File: config.mk
export PLATFORM = sky130hd
export DESIGN_NAME = amp_ctrl
export DESIGN_NICKNAME = d
export VERILOG_FILES = /design/src/rtl/amp_ctrl_pkg.sv /design/src/rtl/amp_sync.sv /design/src/rtl/amp_settle_timer.sv /design/src/rtl/amp_search_core.sv /design/src/rtl/amp_ctrl.sv
export SDC_FILE = /design/constraint.sdc
export NUM_CORES = 1
export LEC_CHECK = 0
export BUFFER_PORTS_ARGS = -buffer_cell sky130_fd_sc_hd__buf_2
export CAP_MARGIN = 20
export CORE_MARGIN = 2
export CORE_UTILIZATION = 30
export DETAILED_ROUTE_END_ITERATION = 12
export GPL_ROUTABILITY_DRIVEN = 0
export HOLD_SLACK_MARGIN = 0.1
export MAX_ROUTING_LAYER = met4
export PLACE_DENSITY_LB_ADDON = 0.2
export SYNTH_ARGS = -nofsm -noshare
export SYNTH_HDL_FRONTEND = slang
export SYNTH_SLANG_ARGS = --single-unit
export TNS_END_PERCENT = 5
File: constraint.sdc
create_clock -name clk_i -period 2.1 [get_ports clk_i]
set_input_delay 0.21 -clock clk_i [delete_from_list [all_inputs] [get_ports clk_i]]
set_output_delay 0.21 -clock clk_i [all_outputs]
set_load 0.01 [all_outputs]
File: src/rtl/amp_ctrl_pkg.sv
package amp_ctrl_pkg;
  typedef enum logic [1:0] {
    DEC_HOLD  = 2'd0,
    DEC_RAISE = 2'd1,
    DEC_LOWER = 2'd2,
    DEC_INWIN = 2'd3
  } dec_e;

  function automatic dec_e decide(input logic up, input logic dn);
    unique case ({up, dn})
      2'b10:   return DEC_RAISE;
      2'b01:   return DEC_LOWER;
      2'b00:   return DEC_INWIN;
      default: return DEC_HOLD;
    endcase
  endfunction
endpackage

File: src/rtl/amp_sync.sv
module amp_sync #(
  parameter int WIDTH  = 2,
  parameter int STAGES = 2
) (
  input  logic             clk_i,
  input  logic             rst_ni,
  input  logic [WIDTH-1:0] d_i,
  output logic [WIDTH-1:0] q_o
);
  logic [STAGES-1:0][WIDTH-1:0] stage_q;

  generate
    for (genvar s = 0; s < STAGES; s++) begin : g_stage
      if (s == 0) begin : g_first
        always_ff @(posedge clk_i or negedge rst_ni)
          if (!rst_ni) stage_q[s] <= '0;
          else         stage_q[s] <= d_i;
      end else begin : g_rest
        always_ff @(posedge clk_i or negedge rst_ni)
          if (!rst_ni) stage_q[s] <= '0;
          else         stage_q[s] <= stage_q[s-1];
      end
    end
  endgenerate

  assign q_o = stage_q[STAGES-1];
endmodule

File: src/rtl/amp_settle_timer.sv
module amp_settle_timer #(
  parameter int SETTLE_CYCLES = 96000
) (
  input  logic clk_i,
  input  logic rst_ni,
  output logic tick_o
);
  localparam int CNT_W = (SETTLE_CYCLES > 1) ? $clog2(SETTLE_CYCLES) : 1;
  localparam logic [CNT_W-1:0] LAST = CNT_W'(SETTLE_CYCLES - 1);

  logic [CNT_W-1:0] cnt_q;

  assign tick_o = (cnt_q == LAST);

  always_ff @(posedge clk_i or negedge rst_ni)
    if (!rst_ni)     cnt_q <= '0;
    else if (tick_o) cnt_q <= '0;
    else             cnt_q <= cnt_q + 1'b1;


  cnt_range_chk: assert property (@(posedge clk_i) disable iff (!rst_ni)
    cnt_q <= LAST);


  cnt_restart_chk: assert property (@(posedge clk_i) disable iff (!rst_ni)
    tick_o |=> (cnt_q == '0));
endmodule

File: src/rtl/amp_search_core.sv
module amp_search_core
  import amp_ctrl_pkg::*;
#(
  parameter int CODE_W = 8
) (
  input  logic              clk_i,
  input  logic              rst_ni,
  input  logic              tick_i,
  input  logic              up_i,
  input  logic              dn_i,
  output logic [CODE_W-1:0] code_o,
  output logic              boost_o,
  output logic              done_o
);
  localparam logic [CODE_W-1:0] CODE_MID  = CODE_W'(1) << (CODE_W - 1);
  localparam logic [CODE_W-1:0] STEP_INIT = CODE_W'(1) << (CODE_W - 2);
  localparam logic [CODE_W-1:0] CODE_MAX  = '1;

  logic [CODE_W-1:0] code_q, step_q;
  logic              done_q, boost_q;
  logic [CODE_W:0]   sum, diff;
  logic [CODE_W-1:0] code_up, code_dn;
  logic              last_step, act;
  dec_e              dec;

  assign sum       = {1'b0, code_q} + {1'b0, step_q};
  assign diff      = {1'b0, code_q} - {1'b0, step_q};
  assign code_up   = sum[CODE_W]  ? CODE_MAX : sum[CODE_W-1:0];
  assign code_dn   = diff[CODE_W] ? '0       : diff[CODE_W-1:0];
  assign last_step = (step_q == CODE_W'(1));
  assign act       = tick_i && !done_q;
  assign dec       = decide(up_i, dn_i);

  always_ff @(posedge clk_i or negedge rst_ni)
    if (!rst_ni) begin
      code_q <= CODE_MID;
      step_q <= STEP_INIT;
      done_q <= 1'b0;
    end else if (act) begin
      unique case (dec)
        DEC_RAISE: begin
          code_q <= code_up;
          step_q <= step_q >> 1;
          done_q <= last_step;
        end
        DEC_LOWER: begin
          code_q <= code_dn;
          step_q <= step_q >> 1;
          done_q <= last_step;
        end
        DEC_INWIN: done_q <= 1'b1;
        default:   ;
      endcase
    end

  always_ff @(posedge clk_i or negedge rst_ni)
    if (!rst_ni)     boost_q <= 1'b1;
    else if (tick_i) boost_q <= 1'b0;

  assign code_o  = code_q;
  assign boost_o = boost_q;
  assign done_o  = done_q;


  step_onehot_chk: assert property (@(posedge clk_i) disable iff (!rst_ni)
    !done_q |-> $onehot0(step_q) && (step_q != '0));


  done_sticky_chk: assert property (@(posedge clk_i) disable iff (!rst_ni)
    done_q |=> done_q && $stable(code_q));


  both_hold_chk: assert property (@(posedge clk_i) disable iff (!rst_ni)
    (tick_i && up_i && dn_i) |=> $stable(code_q) && $stable(step_q) && $stable(done_q));


  boost_off_chk: assert property (@(posedge clk_i) disable iff (!rst_ni)
    !boost_q |=> !boost_q);
endmodule

File: src/rtl/amp_ctrl.sv
module amp_ctrl #(
  parameter int CODE_W        = 8,
  parameter int SETTLE_CYCLES = 96000,  // ~3 ms at 32 MHz
  parameter int SYNC_STAGES   = 2
) (
  input  logic              clk_i,
  input  logic              rst_ni,
  input  logic              up_i,
  input  logic              down_i,
  output logic [CODE_W-1:0] bias_code_o,
  output logic              boost_en_o,
  output logic              done_o
);
  logic [1:0] flags_s;
  logic       tick;

  amp_sync #(.WIDTH(2), .STAGES(SYNC_STAGES)) u_sync (
    .clk_i (clk_i),
    .rst_ni(rst_ni),
    .d_i   ({up_i, down_i}),
    .q_o   (flags_s)
  );

  amp_settle_timer #(.SETTLE_CYCLES(SETTLE_CYCLES)) u_timer (
    .clk_i (clk_i),
    .rst_ni(rst_ni),
    .tick_o(tick)
  );

  amp_search_core #(.CODE_W(CODE_W)) u_core (
    .clk_i  (clk_i),
    .rst_ni (rst_ni),
    .tick_i (tick),
    .up_i   (flags_s[1]),
    .dn_i   (flags_s[0]),
    .code_o (bias_code_o),
    .boost_o(boost_en_o),
    .done_o (done_o)
  );


  code_on_tick_chk: assert property (@(posedge clk_i) disable iff (!rst_ni)
    (bias_code_o != $past(bias_code_o)) |-> $past(tick));


  boost_drop_chk: assert property (@(posedge clk_i) disable iff (!rst_ni)
    $fell(boost_en_o) |-> $past(tick));
endmodule

* Word-level counts from Yosys, hierarchy flattened
Cells that the tools add are included.
** Word-level totals
- Register bits :: 38
- Input bits :: 4
- Output and inout port bits :: 10
- Logic and storage cells :: 32
** Operators by class
- Add/sub/neg operators :: 3
- Equal/unequal tests :: 7
- Multiplexer cells :: 6
- Reductions and logical operators :: 9
** Operators by type and width (count)
- 17-bit by 1-bit adder with 17-bit output (second input constant) :: 1
- 17-bit equality test (second input constant) :: 1
- 17-bit 2-to-1 mux :: 1
- 8-bit 2-to-1 mux :: 2
- 8-bit case mux with 2 select lines :: 1
- 8-bit by 7-bit adder with 9-bit output :: 1
- 8-bit by 7-bit subtractor with 9-bit output :: 1
- 7-bit by 1-bit equality test with 1-bit output (second input constant) :: 1
- 2-bit equality test (second input constant) :: 3
- 2-bit case mux with 3 select lines :: 1
- 2-bit AND reduction :: 3
- 2-bit by 1-bit equality test with 1-bit output (second input constant) :: 2
- 2-bit nonzero test :: 2
- 2-bit logical NOT :: 1
- 1-bit case mux with 2 select lines :: 1
- 2-bit OR reduction :: 1
- 1-bit logical AND :: 1
- 1-bit logical NOT :: 1

* Logic depth before layout (Yosys ltp)
- Depth in word-level cells :: 6
- Depth in mapped cells :: 11

* By module
A second synthesis with hierarchy kept.
** Unflattened totals
- Cell total of the unflattened synthesis :: 271
- Area, all modules :: 2548.7 um^2
** Modules (own cells, without submodules)
- amp_search_core :: instances 1, cells an instance 185, area an instance 1555.2 um^2, sequential area each 429.2 um^2
- amp_settle_timer :: instances 1, cells an instance 80, area an instance 878.3 um^2, sequential area each 425.4 um^2
- amp_sync :: instances 1, cells an instance 6, area an instance 115.1 um^2, sequential area each 100.1 um^2

* Worst setup path after synthesis
Ideal clock, no wire load.
- Path type :: reg-to-reg
- Start point :: reg u_core.code_q[0] (netlist: u_core.code_o[0])
- End point :: reg u_core.code_q[2] (netlist: u_core.code_o[2])
- Setup time :: 0.125 ns
- Arrival :: 2.140 ns
- Data required time :: 1.975 ns
- Setup slack :: -0.165 ns
- Cell stages (with the launch flop) :: 12
- Buffers on the path :: 0
- Clock period less this slack :: 2.265 ns
- Cells stage by stage :: dfrtp_1 inv_1 ha_1 inv_1 fa_1 a21o_2 o21ai_1 a31o_4 o22ai_1 o21ai_1 nand2_1 mux2_4
** Between the ends
- Word-level cells in the longest chain between the ends :: 3
** RTL lines
- from (decl) :: RTL line amp_search_core.sv:19 : logic [CODE_W-1:0] code_q, step_q;
- from (signal assigned) :: RTL line amp_search_core.sv:42 : code_q <= code_up;
- from (signal assigned) :: RTL line amp_search_core.sv:47 : code_q <= code_dn;
- 8-bit by 7-bit subtractor with 9-bit output or 8-bit by 7-bit adder with 9-bit output (tied branches) :: RTL line amp_search_core.sv:27, amp_search_core.sv:26
- 8-bit 2-to-1 mux, on equally long branches :: RTL line amp_search_core.sv:29, amp_search_core.sv:28
- 8-bit case mux with 2 select lines (*) :: RTL line amp_search_core.sv:40 : unique case (dec)
Every way passes the cells marked *; elsewhere a longest branch is shown, timed or not.
A chain may end at the register's enable or synchronous reset.

* Worst setup path after layout
Ends and elaborated chain as after synthesis.

==> metrics.yaml <==
status: "finished, violations left"
violations: "negative setup slack"
tightest_slew_ns: 0.412
synth_edf_count: 0
fin_ws_ns: -0.0762
antenna_found_initial: 0
required_ns: 2.29
crit_start: "u_core.code_o[0]"
hold_start: "u_sync.stage_q[1]"
layout.nets: 322
netlist_instances: 244
p_leak_nw: 1.45
synth-compound-area-share_pct: 16.1
p_clk_share_pct: 40.8
die_h_um: 93.4
grt_setup_unrepaired: "yes"
finalCritPeriodShare_pct: 104
async_flop_share_pct: 100
synthXorXnorAreaFrac_pct: 6.58
slew_viol_final: 0
drc_errors: 0
dp_hpwl_mm: 4.07
p_int_mw: 1.02
clk_pin_slew_ns: 0.08
pwr-share-seq_pct: 55.6
critical_path_arrival_ns: 2.37
fin_skew_ns: 0.00816
first_pass_iters: 4
synthMuxAreaShare_pct: 1.04
drtIter0Drc: 80
fin_crit_ns: 2.18
drive_gt1_share_pct: 30.2
hold_viol: 0
wl_per_cell_um: 13.6
ir_drop_mv: 0.279
ys.flop_type: "dfrtp_1"
portBuffers: 13
area_growth_pct: 25.5
combPwrFrac_pct: 3.6
fin_util_pct: 38.9
synth_cell_type_count: 58
start_util_pct: 31.0
grt-ovfl-total: 0
synthSimpleGateAreaFrac_pct: 20.4
setup-violations-final: 6
power_switching_uw: 310
power_density_nw_per_um2: 441
grt_max_degree: 22
clk_path_buf_depth: 2
seq_area_frac_synth_pct: 39.8
syn_avg_cell_area_um2: 9.82
design_area_um2: 3010
grt_use_total_pct: 14.0
place_area_um2: 2820
dieArea_um2: 8720
path_class: "flip-flop to flip-flop"
setup_tns_ns: -0.193
routed-via-count: 1841
yosys_warnings: 0
cts_tree: "built"
wl_mm: 5.43
clock-sinks: 38
cts-root-buf: "clkbuf_8"
crit_fanout: 3
relSlewSlack_pct: 72.5
core_um2: 7730
die_width_um: 93.4
crit_path_end_kind: "flip-flop"
rows: 32
cts_buffers: 5
synth-seq-cells: 38
ios: 14
netlist_area_um2: 2400
r2r_start: "u_core.code_o[0]"
grt_pass1_vias: 1947
hold_path.class: "flip-flop to flip-flop"
vias_per_cell: 4.60
maxCapViolCount: 0
antenna_cells: 0
synth_nets: 269
htreeDepth: 2
synth_fa_ha_area_share_pct: 11.6
synth_top_family_by_area: "simple AND/OR/NAND/NOR gates"
timing.fmax_mhz: 460
switching_share_pct: 23.3
clock_latency_ns: 0.30
fill_cells: 790
ant_nets: 0
grt_pass1_wl_mm: 9.36
crit_path_start_kind: "flip-flop"
kinds of logic after synthesis:
kind of cell / count (synthesis)
simple gates: 87
compound gates: 55
flops: 38
buf+inv: 23
fa+ha+maj: 21
xor+xnor: 18
mux: 2
worst paths after layout:
check                                   end  slack [ns]  depth (start not counted)
min in group asynchronous  u_core.step_q[3]        0.37                          2
setup reg to reg           u_core.code_o[2]       -0.08                         11
max in group asynchronous    u_core.boost_o        1.04                          3
setup / recovery           u_core.code_o[2]       -0.08                         11
hold / removal                u_sync.q_o[1]        0.35                          0
hold reg to reg               u_sync.q_o[1]        0.35                          0
power groups by stage:
stage                     sequential [mW]  combinational [mW]  clock [mW]
after floorplan                     0.751              0.0156           0
after global placement              0.751              0.0419           0
after detailed placement            0.751              0.0423           0
after CTS                           0.737              0.0488       0.571
after global routing                0.737              0.0546       0.608
final                               0.737              0.0473       0.542
worst max-delay path, stage by stage (launching register included):
cell and delay, ns:
dfrtp_1 0.41, inv_2 0.06, ha_1 0.13, inv_1 0.05, fa_2 0.35, a21o_2 0.21, o21ai_2 0.15, a31o_4 0.17
o221ai_1 0.12, o21ai_1 0.09, nand2_1 0.06, mux2_4 0.26
layout by cell type (no fill, tap or decap), drive strengths merged, types with 3 or more instances in the layout:
master,instances
buf,49
dfrtp,35
nand2,25
nor2,25
o21ai,21
ha,19
inv,17
xnor2,12
a21oi,9
nand3,7
xor2,6
clkbuf,6
nor2b,5
and3,4
nor3,4
a21o,4
o221a,3
dlygate4sd3,3
dfstp,3
nand4,3
nand2b,3
registers in the layout, indices dropped and copies added (netlist names):
register        cells
u_core.done_o       1
u_sync.q_o          2
u_sync.stage_q      2
u_core.step_q       7
u_core.code_o       8
u_timer.cnt_q      17
u_core.boost_o      1
final cells by class:
type | count | area, um2 | share of cell area [%]
Timing Repair Buffer | 52 | 382 | 12.7
Tap cell | 102 | 128 | 4.24
Multi-Input combinational cell | 183 | 1390 | 46.1
Inverter | 17 | 63.8 | 2.12
Sequential cell | 38 | 955 | 31.7
Clock buffer | 6 | 82.6 | 2.74
Clock inverter | 2 | 12.5 | 0.416
layer usage:
| metal | global-route usage, % | share of wire (%) |
|---|---|---|
| met4 | 3.31 | 0.39 |
| met3 | 2.66 | 2.5 |
| met2 | 22.5 | 49 |
| met5 | - | 0 |
| met1 | 18.3 | 49 |
through the flow:
step | hold slack, ns | std cells | worst slack, ns | power (mW)
2_1_floorplan | -0.0856 | 244 | -0.0870 | 0.767
3_3_place_gp | 0.169 | 387 | -0.120 | 0.793
3_5_place_dp | 0.173 | 387 | -0.132 | 0.794
4_1_cts | 0.355 | 399 | -0.110 | 1.36
5_1_grt | 0.365 | 400 | -0.185 | 1.40
6_report | 0.353 | 400 | -0.0762 | 1.33
synth_stat cells (3+ instances only):
master | n | area [um2]
xnor2_1 | 12 | 105
a21o_1 | 3 | 22.5
nand2_1 | 24 | 90.1
nand3_1 | 7 | 35.0
and3_1 | 4 | 25.0
ha_1 | 19 | 238
nor2_1 | 24 | 90.1
nor3_1 | 4 | 20.0
dfstp_2 | 3 | 78.8
o221a_2 | 3 | 33.8
nor2b_1 | 4 | 25.0
xor2_1 | 6 | 52.6
o21ai_0 | 14 | 70.1
a21oi_1 | 9 | 45.0
o21ai_1 | 6 | 30.0
inv_1 | 17 | 63.8
dfrtp_1 | 35 | 876
timing repair:
action	in CTS	in global routing
buffers inserted	1	1
endpoints found under the hold margin	17	0
resized for setup	4	8
pin swaps	3	2
hold buffers	3	0
cloned	0	0
endpoints found under the setup margin	8	8
(Power assumes the default switching activity.)
